File: config.mk
export PLATFORM = sky130hd
export DESIGN_NAME = irq_status_unit
export DESIGN_NICKNAME = d
export VERILOG_FILES = /design/src/rtl/irq_pkg.sv /design/src/rtl/irq_event_bank.sv /design/src/rtl/irq_srst_seq.sv /design/src/rtl/irq_line_drv.sv /design/src/rtl/irq_status_unit.sv
export SDC_FILE = /design/constraint.sdc
export NUM_CORES = 1
export LEC_CHECK = 0
export BUFFER_PORTS_ARGS = -buffer_cell sky130_fd_sc_hd__buf_2
export CORE_ASPECT_RATIO = 0.9
export CORE_MARGIN = 4
export CORE_UTILIZATION = 50
export DETAILED_ROUTE_END_ITERATION = 10
export PLACE_DENSITY = 0.82
export SYNTH_ARGS = -nofsm -noshare
export SYNTH_HDL_FRONTEND = slang
export SYNTH_HIERARCHICAL = 1
export SYNTH_SLANG_ARGS = --single-unit
File: constraint.sdc
create_clock -name clk -period 5.8 [get_ports clk]
set_input_delay 0.29 -clock clk [delete_from_list [all_inputs] [get_ports clk]]
set_output_delay 0.29 -clock clk [all_outputs]
set_load 0.005 [all_outputs]
File: src/rtl/irq_pkg.sv
package irq_pkg;
  localparam int REG_W   = 16;
  localparam int ADDR_W  = 3;
  localparam int SRST_BIT = 8;
  localparam int SUMMARY_BIT = 15;

  localparam logic [REG_W-1:0] NORM_IMPL_DEF = 16'h053F;
  localparam logic [REG_W-1:0] ERR_IMPL_DEF  = 16'h7D70;

  typedef enum logic [ADDR_W-1:0] {
    RA_NSTAT = 3'd0,
    RA_ESTAT = 3'd1,
    RA_NMASK = 3'd2,
    RA_EMASK = 3'd3,
    RA_NEN   = 3'd4,
    RA_EEN   = 3'd5,
    RA_CTRL  = 3'd6,
    RA_RSVD  = 3'd7
  } reg_sel_e;
endpackage

File: src/rtl/irq_event_bank.sv
module irq_event_bank #(
  parameter int W = 16,
  parameter logic [W-1:0] IMPL = '1,
  parameter logic [W-1:0] EN_IMPL = '1
) (
  input  logic         clk,
  input  logic         rst_n,
  input  logic         clear_all,
  input  logic [W-1:0] evt,
  input  logic         wr_stat,
  input  logic         wr_mask,
  input  logic         wr_en,
  input  logic [W-1:0] wdata,
  output logic [W-1:0] stat,
  output logic [W-1:0] mask,
  output logic [W-1:0] en
);
  logic [W-1:0] set_v;
  logic [W-1:0] clr_v;
  logic [W-1:0] stat_nx;

  // events that pass the latch mask; mask holds implemented bits only
  assign set_v   = evt & mask;
  assign clr_v   = wr_stat ? wdata : '0;
  // set term applied after clear: a same-cycle event wins
  assign stat_nx = (stat & ~clr_v) | set_v;

  always_ff @(posedge clk) begin
    if (!rst_n || clear_all) begin
      stat <= '0;
      mask <= '0;
      en   <= '0;
    end else begin
      stat <= stat_nx & IMPL;
      if (wr_mask) mask <= wdata & IMPL;
      if (wr_en)   en   <= wdata & EN_IMPL;
    end
  end
endmodule

File: src/rtl/irq_srst_seq.sv
module irq_srst_seq #(
  parameter int CYCLES = 4
) (
  input  logic clk,
  input  logic rst_n,
  input  logic req,
  output logic busy
);
  localparam int CW = $clog2(CYCLES + 1);
  localparam logic [CW-1:0] LOAD = CW'(CYCLES);

  logic [CW-1:0] cnt;

  always_ff @(posedge clk) begin
    if (!rst_n) begin
      cnt <= '0;
    end else if (req && cnt == '0) begin
      cnt <= LOAD;
    end else if (cnt != '0) begin
      cnt <= cnt - 1'b1;
    end
  end

  assign busy = (cnt != '0);
endmodule

File: src/rtl/irq_line_drv.sv
module irq_line_drv #(
  parameter int W = 16
) (
  input  logic         clk,
  input  logic         rst_n,
  input  logic         hold_low,
  input  logic [W-1:0] n_view,
  input  logic [W-1:0] n_en,
  input  logic [W-1:0] e_stat,
  input  logic [W-1:0] e_en,
  output logic         irq
);
  logic any_n;
  logic any_e;

  assign any_n = |(n_view & n_en);
  assign any_e = |(e_stat & e_en);

  always_ff @(posedge clk) begin
    if (!rst_n || hold_low) irq <= 1'b0;
    else                    irq <= any_n | any_e;
  end
endmodule

File: src/rtl/irq_status_unit.sv
module irq_status_unit
  import irq_pkg::*;
#(
  parameter int RST_CYCLES = 4,
  parameter logic [REG_W-1:0] NORM_IMPL = NORM_IMPL_DEF,
  parameter logic [REG_W-1:0] ERR_IMPL  = ERR_IMPL_DEF
) (
  input  logic              clk,
  input  logic              rst_n,
  input  logic [REG_W-1:0]  norm_evt,
  input  logic [REG_W-1:0]  err_evt,
  input  logic              reg_wr,
  input  logic [ADDR_W-1:0] reg_addr,
  input  logic [REG_W-1:0]  reg_wdata,
  output logic [REG_W-1:0]  reg_rdata,
  output logic              irq_out
);
  localparam logic [REG_W-1:0] SUM_MASK   = REG_W'(1) << SUMMARY_BIT;
  localparam logic [REG_W-1:0] N_STORE    = NORM_IMPL & ~SUM_MASK;
  localparam logic [REG_W-1:0] N_EN_IMPL  = N_STORE | SUM_MASK;

  reg_sel_e         sel;
  logic             srst_busy;
  logic             srst_req;
  logic             clear_all;
  logic             wr_ok;
  logic [REG_W-1:0] n_stat, n_mask, n_en;
  logic [REG_W-1:0] e_stat, e_mask, e_en;
  logic [REG_W-1:0] n_view;
  logic             summary;

  assign sel       = reg_sel_e'(reg_addr);
  assign wr_ok     = reg_wr && !srst_busy;
  assign srst_req  = wr_ok && sel == RA_CTRL && reg_wdata[SRST_BIT];
  assign clear_all = srst_req || srst_busy;

  irq_srst_seq #(.CYCLES(RST_CYCLES)) u_srst (
    .clk   (clk),
    .rst_n (rst_n),
    .req   (srst_req),
    .busy  (srst_busy)
  );

  irq_event_bank #(.W(REG_W), .IMPL(N_STORE), .EN_IMPL(N_EN_IMPL)) u_norm (
    .clk       (clk),
    .rst_n     (rst_n),
    .clear_all (clear_all),
    .evt       (norm_evt),
    .wr_stat   (wr_ok && sel == RA_NSTAT),
    .wr_mask   (wr_ok && sel == RA_NMASK),
    .wr_en     (wr_ok && sel == RA_NEN),
    .wdata     (reg_wdata),
    .stat      (n_stat),
    .mask      (n_mask),
    .en        (n_en)
  );

  irq_event_bank #(.W(REG_W), .IMPL(ERR_IMPL), .EN_IMPL(ERR_IMPL)) u_err (
    .clk       (clk),
    .rst_n     (rst_n),
    .clear_all (clear_all),
    .evt       (err_evt),
    .wr_stat   (wr_ok && sel == RA_ESTAT),
    .wr_mask   (wr_ok && sel == RA_EMASK),
    .wr_en     (wr_ok && sel == RA_EEN),
    .wdata     (reg_wdata),
    .stat      (e_stat),
    .mask      (e_mask),
    .en        (e_en)
  );

  // summary of latched errors whose latch mask is still open
  assign summary = |(e_stat & e_mask);
  assign n_view  = n_stat | (summary ? SUM_MASK : '0);

  irq_line_drv #(.W(REG_W)) u_line (
    .clk      (clk),
    .rst_n    (rst_n),
    .hold_low (clear_all),
    .n_view   (n_view),
    .n_en     (n_en),
    .e_stat   (e_stat),
    .e_en     (e_en),
    .irq      (irq_out)
  );

  always_comb begin
    reg_rdata = '0;
    case (sel)
      RA_NSTAT: reg_rdata = n_view;
      RA_ESTAT: reg_rdata = e_stat;
      RA_NMASK: reg_rdata = n_mask;
      RA_EMASK: reg_rdata = e_mask;
      RA_NEN:   reg_rdata = n_en;
      RA_EEN:   reg_rdata = e_en;
      RA_CTRL:  reg_rdata[SRST_BIT] = srst_busy;
      default:  reg_rdata = '0;
    endcase
  end
endmodule

======== Word-level counts from Yosys, hierarchy flattened ========
Index checks and enable logic that the tools add are counted.
word-level totals
  bits in registers ....................... 56
  input port bits ......................... 54
  output and inout port bits .............. 17
  logic and storage cells ................. 60
operators by class
  $add $sub $neg .......................... 1
  equality and inequality tests ........... 6
  mux-type cells .......................... 8
  bitwise logic cells ..................... 14
  reduce and logical (&&, ||, !) cells .... 22
operators with widths
  cell                   count
  $and A15 B15 Y15       4
  $pmux W8 S6            1
  $reduce_or A16 Y1      3
  $pmux W7 S6            1
  $and A11 B11 Y11       2
  $and A16 B16 Y16       1
  $mux W16               1
  $or A11 B16 Y16        1
  $mux W15               1
  $not A15 Y15           1
  $or A15 B15 Y15        1
  $mux W11               1
  $not A11 Y11           1
  $or A11 B11 Y11        1
  $logic_and A1 B1 Y1    10
  $eq A3 B3 Y1 const B   3
  $pmux W1 S7            1
  $eq A3 B2 Y1 const B   2
  $logic_not A3 Y1       2
  $mux W3                2
  $eq A3 B1 Y1 const B   1
  $reduce_bool A3 Y1     1
  $sub A3 B1 Y3 const B  1
  $logic_not A1 Y1       2
  5 further kinds        6

======== Logic depth before layout (Yosys ltp) ========
Gate-level depths: netlist of the first run.
  depth in word-level cells ............... 8
  gate-level depth with buffers ........... 11
  mapped depth without buffers ............ 9

======== Cells and area by module ========
The synthesis of the first run kept the hierarchy.
by module, submodules not included
  module                   times used  cells each  area an instance (µm²)  seq. area each (µm²)
  irq_event_bank (u_err)   1           119         1252.5                  540.5
  irq_event_bank (u_norm)  1           114         1164.9                  500.5
  irq_status_unit          1           125         983.4                   0.0
  irq_line_drv             1           23          183.9                   20.0
  irq_srst_seq             1           18          167.7                   60.1

======== Least setup slack after synthesis of the first run ========
OpenSTA, ideal clock, no wires.
  path type ............................... reg2reg
  start point ............................. reg u_srst.cnt[0]
  end point ............................... reg u_err.en[14]
  library setup time ...................... 0.115 ns
  arrival time ............................ 1.708 ns
  path slack .............................. 3.977 ns
  stages on the path, launching flop included .. 12
  clock period less this slack ............ 1.823 ns
  cells stage by stage .................... dfxtp_1 > inv_1 > ha_1 > nor2b_4 > inv_2 > inv_1 > nand3_1 > o21ai_0 > nand2b_4 > buf_6 > buf_6 > nor2_2
between the ends
  longest elaborated chain between the ends .. 7
ends and longest elaborated chain
  element                           RTL line               RTL
  from (decl)                       irq_srst_seq.sv:12     logic [CW-1:0] cnt;
  from (signal assigned)            irq_srst_seq.sv:20     cnt <= cnt - 1'b1;
  $reduce_bool A3 Y1 *              irq_srst_seq.sv:24     assign busy = (cnt != '0);
  via srst_busy                     irq_status_unit.sv:23  logic srst_busy;
  $logic_not A1 Y1                  irq_status_unit.sv:33  assign wr_ok = reg_wr && !srst_busy;
  $logic_and A1 B1 Y1               irq_status_unit.sv:33
  $logic_and A1 B1 Y1 (2 in a row)  irq_status_unit.sv:34  assign srst_req = wr_ok && sel == RA_CTRL && reg_wdata[SRST_BIT];
  $logic_or A1 B1 Y1 *              irq_status_unit.sv:35  assign clear_all = srst_req || srst_busy;
  via clear_all                     irq_status_unit.sv:25  logic clear_all;
  $logic_or A1 B1 Y1 *              irq_event_bank.sv:29   if (!rst_n || clear_all) begin
  to (signal assigned)              irq_event_bank.sv:36   if (wr_en) en <= wdata & EN_IMPL;
  to (decl)                         irq_event_bank.sv:16   output logic [W-1:0] en
The timed path passes the listed nets; every way through them passes the cells marked *.
A chain may end at the register's enable or synchronous reset.

======== Final worst setup path of the first run ========
  start point ............................. reg u_srst.cnt[0]
  end point ............................... reg u_err.mask[8]
between the ends
  longest elaborated chain between the ends .. 7
ends and longest elaborated chain
  element                           RTL line               RTL
  $reduce_bool A3 Y1 *              irq_srst_seq.sv:24
  via srst_busy                     irq_status_unit.sv:23
  $logic_not A1 Y1                  irq_status_unit.sv:33
  $logic_and A1 B1 Y1               irq_status_unit.sv:33
  $logic_and A1 B1 Y1 (2 in a row)  irq_status_unit.sv:34
  $logic_or A1 B1 Y1                irq_status_unit.sv:35
  $logic_or A1 B1 Y1                irq_event_bank.sv:29
  to (signal assigned)              irq_event_bank.sv:35   if (wr_mask) mask <= wdata & IMPL;
  to (decl)                         irq_event_bank.sv:15   output logic [W-1:0] mask,
Marked as above.

==> flow_summary.yaml, run 1 <==
min_path:
  hp-class: "input port to register"
  min_from: "err_evt[10]"
floorplanning:
  die_y_microns: 90.2
  die_x_microns: 99.3
  std_cell_rows: 29
  die_area_sq_um: 8960
  ios: 71
  core_sq_um: 7180
  start_util: 0.522
setup_path:
  critical_path_required_ns: 6.01
  startpoint: "u_srst/cnt[0]$_SDFFE_PP0P_"
  path_common_cell: "inv_1"
  worstReg2RegStart: "u_srst/cnt[0]$_SDFFE_PP0P_"
  crit_fanout: 9
  cp-end-kind: "register"
  start_kind: "register"
  criticalPathCategory: "register to register"
  slowest_delay_ns: 1.00
  crit_path_cell_trace: "inv_1 > ha_1 > nor2b_4 > inv_2 > inv_1 > nand3_1 > nor2_1 > mux2i_1 > nor2_2"
  cp.arrival_ns: 2.79
  crit_slowest_cell: "nor2_1"
  cp_top_family: "simple AND/OR/NAND/NOR gates"
  critical_path_buf_inv_count: 3
logic_synthesis:
  ys_ff_latch: 56
  synth_ff_type: "dfxtp_1"
  yosysSeqAreaShare: 0.299
  synth_cell_type_count: 40
  synth_area_sq_um: 3750
  ys.warnings.count: 6
  synthArstFlopShare: 0
  synth_top_area_share: 0.299
  yosys-top-cells-area: "dfxtp_1 30%, mux2i_1 12%, buf_4 10%"
  avgSynthCellArea_sq_um: 9.40
  synth_largest_area_cell: "dfxtp_1"
  synth-edff-count: 0
  synthCells: 399
grt:
  antenna_found_initial: 0
  track_usage: 0.208
  gr-total-overflow: 0
  grt_first_pass_wirelength_mm: 15.0
  grt_pass1_vias: 3024
  grt_max_degree: 39
final_layout:
  final_net_count: 488
  post-route-util: 0.541
  layout-drive-gt1-share: 0.321
  syn_to_final_growth_pct: 3.67
  diodes: 0
  final_cell_area_sq_um: 3890
timing:
  fmax_ghz: 0.388
  slew_headroom: 0.170
  whs_ns: 0.193
  hold_viol: 0
  finClkSkew_ns: 0.00422
  tightest_slew_ns: 1.24
  rsz0062_at_grt: "no"
  finalMaxSlewViolations: 0
  fin_setup_tns_ns: 0
  setup-violations-final: 0
  min_period_ns: 2.57
  period_share: 0.444
routing:
  ant_nets: 0
  wirelength_mm: 9.37
  first_iter_violations: 324
  vias: 3021
  drt_pass1_iterations: 5
  via_per_inst: 5.74
  wire_per_inst_microns: 17.8
  drc: 0
placement:
  dpl_cell_area_sq_um: 3750
  dp_hpwl_mm: 6.83
  port_buffers: 51
  place_congestion: 0.889
cts:
  cts_setup_buffers: 0
  cts_hold_buf: 0
  cts.sinks: 56
  clk_latency_ns: 0.33
  ctsResizeCount: 0
  max-clock-path-buffers: 2
  path_clk_slew_ns: 0.11
  root_buffer: "clkbuf_8"
  h-tree-depth: 2
  cts_made_buffers: 5
  cts_tree: "built"
status:
  status: "finished, final reports clean"
flow_run:
  maxCapViolCount: 0
pwr:
  power_density_nw_per_um2: 262
  power_w: 0.00102
  vdd_drop_max_mv: 0.174
  p_leak_nw: 1.45
## final cells by class
cell class | instances | area (sq um)
clock inverter | 3 | 68.8
timing repair buffer | 52 | 263
tap | 93 | 116
multi-input combinational | 304 | 2200
fill | 656 | 3290
inverter | 13 | 48.8
clock buffer | 5 | 68.8
sequential | 56 | 1120
## cell usage after synthesis (2+ instances only)
| cell type | instances |
|---|---|
| dfxtp_1 | 56 |
| buf_4 | 50 |
| mux2i_1 | 46 |
| a22oi_1 | 35 |
| nor2_2 | 26 |
| nor2_1 | 23 |
| nand2_1 | 21 |
| a21bo_2 | 17 |
| mux2_2 | 14 |
| o22ai_1 | 14 |
| a21oi_1 | 13 |
| inv_1 | 11 |
| a21oi_2 | 8 |
| buf_6 | 8 |
| mux4_2 | 7 |
| nor3_1 | 7 |
| buf_2 | 5 |
| nand3_1 | 4 |
| nand4_1 | 4 |
| o21a_1 | 3 |
| clkbuf_1 | 2 |
| conb_1 | 2 |
| ha_1 | 2 |
| inv_2 | 2 |
| nand2b_1 | 2 |
| nand2b_4 | 2 |
| nor3b_1 | 2 |
## layout by cell type, fill, tap and decap left out, types with 2 or more instances in the layout
cell       synthesis  layout
bufinv_16          0       2
nor3_1             7       7
mux4_2             7       7
nand2_1           21      21
conb_1             2      44
nand2b_4           2       2
nor2_1            23      23
clkbuf_8           0       5
o22ai_1           14      14
inv_2              2       2
a21bo_2           17      17
o21a_1             3       3
nor2_2            26      26
buf_2              5      51
nand3_1            4       4
a21oi_2            8       8
nand4_1            4       4
nor3b_1            2       2
a22oi_1           35      35
inv_1             11      11
mux2_2            14      14
ha_1               2       2
mux2i_1           46      46
dfxtp_1           56      56
a21oi_1           13      13
nand2b_1           2       2
## per-layer routing
metal	share of wire	GRT usage	vias up	routed length, microns
met3	0.077	0.0495	27	718
met1	0.41	0.274	1442	3880
li1	-	-	1408	-
met5	0	0	-	0
met4	0.036	0.0922	0	333
met2	0.47	0.321	144	4440
## registers in the layout, summed over array words and instances (netlist names)
register and count:
u_norm/mask 8, u_line/irq 1, u_err/mask 9, u_srst/cnt 3
u_err/stat 9, u_norm/stat 8, u_err/en 9, u_norm/en 9
## final timing paths
| check | end | slack [ns] | depth (start not counted) |
|---|---|---|---|
| min | u_err/stat[10]$_SDFF_PP0_ | 0.19 | 3 |
| min reg2reg | u_norm/stat[4]$_SDFF_PP0_ | 0.48 | 2 |
| max reg2reg | u_err/mask[8]$_SDFFE_PP0P_ | 3.23 | 9 |
| max | u_err/mask[8]$_SDFFE_PP0P_ | 3.23 | 9 |
## cells by family (layout without fill, tap and decap cells)
kind of cell | after synthesis | after routing | synth area share
compound gates | 97 | 97 | 0.198
buf+inv | 81 | 73 | 0.156
flops | 56 | 56 | 0.299
other cells | 2 | 44 | 0.00200
mux | 68 | 68 | 0.210
fa+ha+maj | 2 | 2 | 0.00667
simple gates | 93 | 93 | 0.129
## through the flow
stage / setup slack [ns] / instances
after floorplan: 3.98 / 441
after global placement: 3.04 / 518
after detailed placement: 3.01 / 518
after CTS: 3.22 / 526
after global routing: 3.02 / 526
final: 3.23 / 526
## tightest hold or removal path, cell delays in order
cell and delay [ns]:
buf_2 0.09, nand2_1 0.05, a21oi_1 0.05
## power breakdown
part | switching [W] | internal (W)
clock network | 0.000142 | 0.000174
registers | 0.0000144 | 0.000403
logic | 0.000181 | 0.000104
Note: power is estimated with default switching activity, not from simulation.
==> run 2: changes to the inputs <==
--- a/config.mk
+++ b/config.mk
@@ -10,7 +10,7 @@
 export CORE_MARGIN = 4
 export CORE_UTILIZATION = 50
 export DETAILED_ROUTE_END_ITERATION = 10
-export PLACE_DENSITY = 0.82
+export PLACE_DENSITY = 0.85
 export SYNTH_ARGS = -nofsm -noshare
 export SYNTH_HDL_FRONTEND = slang
 export SYNTH_HIERARCHICAL = 1
==> constraint.sdc (replaced) <==
create_clock -name clk -period 2.2 [get_ports clk]
set_input_delay 0.11 -clock clk [delete_from_list [all_inputs] [get_ports clk]]
set_output_delay 0.11 -clock clk [all_outputs]
set_load 0.005 [all_outputs]
==> run 2 against run 1 <==
Sequential share of layout area fell by 0.78 points; via count up 1.4%; cell count grew 3.0%; non-clock buffer count increased by 15; sequential power rose to 2.6 times the previous value; largest cell class unchanged.
==> flow_summary.yaml, run 2 (synthesis results as in run 1) <==
min_path:
  hp-class: "input port to register"
timing:
  fmax_ghz: 0.491
  hold_viol: 0
  setup-violations-final: 0
  period_share: 0.925
  fin_setup_tns_ns: 0
  finalMaxSlewViolations: 0
  finClkSkew_ns: 0.00391
  rsz0062_at_grt: "no"
  min_period_ns: 2.04
cts:
  cts_setup_buffers: 0
  h-tree-depth: 2
  cts_hold_buf: 0
  path_clk_slew_ns: 0.10
  max-clock-path-buffers: 2
  root_buffer: "clkbuf_8"
  cts_made_buffers: 5
  cts.sinks: 56
  clk_latency_ns: 0.31
  cts_tree: "built"
final_layout:
  layout_commonest_cell: "dfxtp_1"
  final_cell_mix: "56 x dfxtp_1, 51 x buf_2, 46 x mux2i_1"
  diodes: 0
  n_fill_cell: 639
  syn_to_final_growth_pct: 6.57
  final_net_count: 504
  layout-drive-gt1-share: 0.347
status:
  status: "finished, final reports clean"
placement:
  dp_hpwl_mm: 7.13
  port_buffers: 51
  place_congestion: 0.975
setup_path:
  crit_fanout: 4
  start_kind: "register"
  slowest_delay_ns: 0.36
  path_common_cell: "a22oi_1"
  cp.arrival_ns: 2.23
  cp-end-kind: "register"
  crit_path_cell_trace: "a22oi_1 > nand3_1 > nor3_2 > nand2_1 > a22oi_1 > nand4_1 > nor4_1 > nor3b_1"
  cp_top_family: "simple AND/OR/NAND/NOR gates"
  crit_slowest_cell: "dfxtp_1"
  criticalPathCategory: "register to register"
  critical_path_buf_inv_count: 0
  critical_path_required_ns: 2.40
grt:
  antenna_found_initial: 0
  grt_max_degree: 28
  track_usage: 0.204
  gr-total-overflow: 0
  use_met3: 0.0480
  grtUsageMet1: 0.259
  grt_pass1_vias: 2973
  busiest_layer: "met2"
  grtUsageMet2: 0.347
  grt_first_pass_wirelength_mm: 14.7
floorplanning:
  die_x_microns: 99.3
  ios: 71
  std_cell_rows: 29
  die_y_microns: 90.2
  core_sq_um: 7180
  start_util: 0.522
  die_area_sq_um: 8960
routing:
  drc: 0
  first_iter_violations: 228
  drt_pass1_iterations: 5
  via_per_inst: 5.65
  vias: 3064
  wirelength_mm: 9.45
  wire_per_inst_microns: 17.4
  ant_nets: 0
flow_run:
  maxCapViolCount: 0
pwr:
  power_density_nw_per_um2: 651
  vdd_drop_max_mv: 0.356
  power_w: 0.00260
  p_leak_nw: 1.53
==> run 2: cell count changes in the layout (fill, tap and decap cells not counted), sizes merged <==
cell,delta
buf,+15
clkbuf,+1
nand2b,+1
bufinv,-1
==> run 2: worst min-delay path, cell delays in order <==
cell and delay (ns):
buf_2 0.09, nand2_1 0.05, a21oi_1 0.05
==> run 2: metrics by stage <==
step	worst slack (ns)	utilization	cell area [sq um]	cells	hold WS, ns
floorplan	0.377	-	3910	441	0.227
global placement	0.284	0.538	3860	533	0.360
detailed placement	0.160	0.538	3860	533	0.366
CTS	0.140	0.553	3980	541	0.0253
global route	0.0531	0.557	4000	542	0.0305
finish	0.164	0.557	4000	542	0.0299
==> run 2: where the power goes <==
group	internal, W	switching (W)	total, W
registers	0.00106	0.0000369	0.00110
clock network	0.000345	0.000346	0.000690
logic	0.000315	0.000495	0.000811
==> run 2: layout make-up <==
type,count,area [sq um],area share
Tap cell,93,116,0.0291
Clock inverter,2,38.8,0.00970
Timing Repair Buffer,67,375,0.0939
Inverter,13,48.8,0.0122
Clock buffer,6,72.6,0.0181
Sequential cell,56,1120,0.280
Multi-Input combinational cell,305,2230,0.557
==> run 2: final timing paths <==
path	from	end	slack (ns)	depth (start not counted)
worst max-delay path	u_err/stat[11]$_SDFF_PP0_	u_line/irq$_SDFF_PP0_	0.16	8
worst min-delay path	err_evt[14]	u_err/stat[14]$_SDFF_PP0_	0.03	3
worst max register to register	u_err/stat[11]$_SDFF_PP0_	u_line/irq$_SDFF_PP0_	0.16	8
worst min register to register	u_norm/mask[4]$_SDFFE_PP0P_	u_norm/stat[4]$_SDFF_PP0_	0.48	2
==> run 2: layer usage <==
layer	share of wire	routed length, microns	vias to the layer above
met2	0.49	4610	147
met3	0.081	765	21
met1	0.41	3890	1446
met4	0.020	188	0
met5	0	0	-
li1	-	-	1450
==> run 2: what timing repair did <==
action / 4_1_cts / 5_1_grt
hold endpoints to repair: 0 / 0
gates resized for setup: 0 / 4
endpoints found under the setup margin: 0 / 28
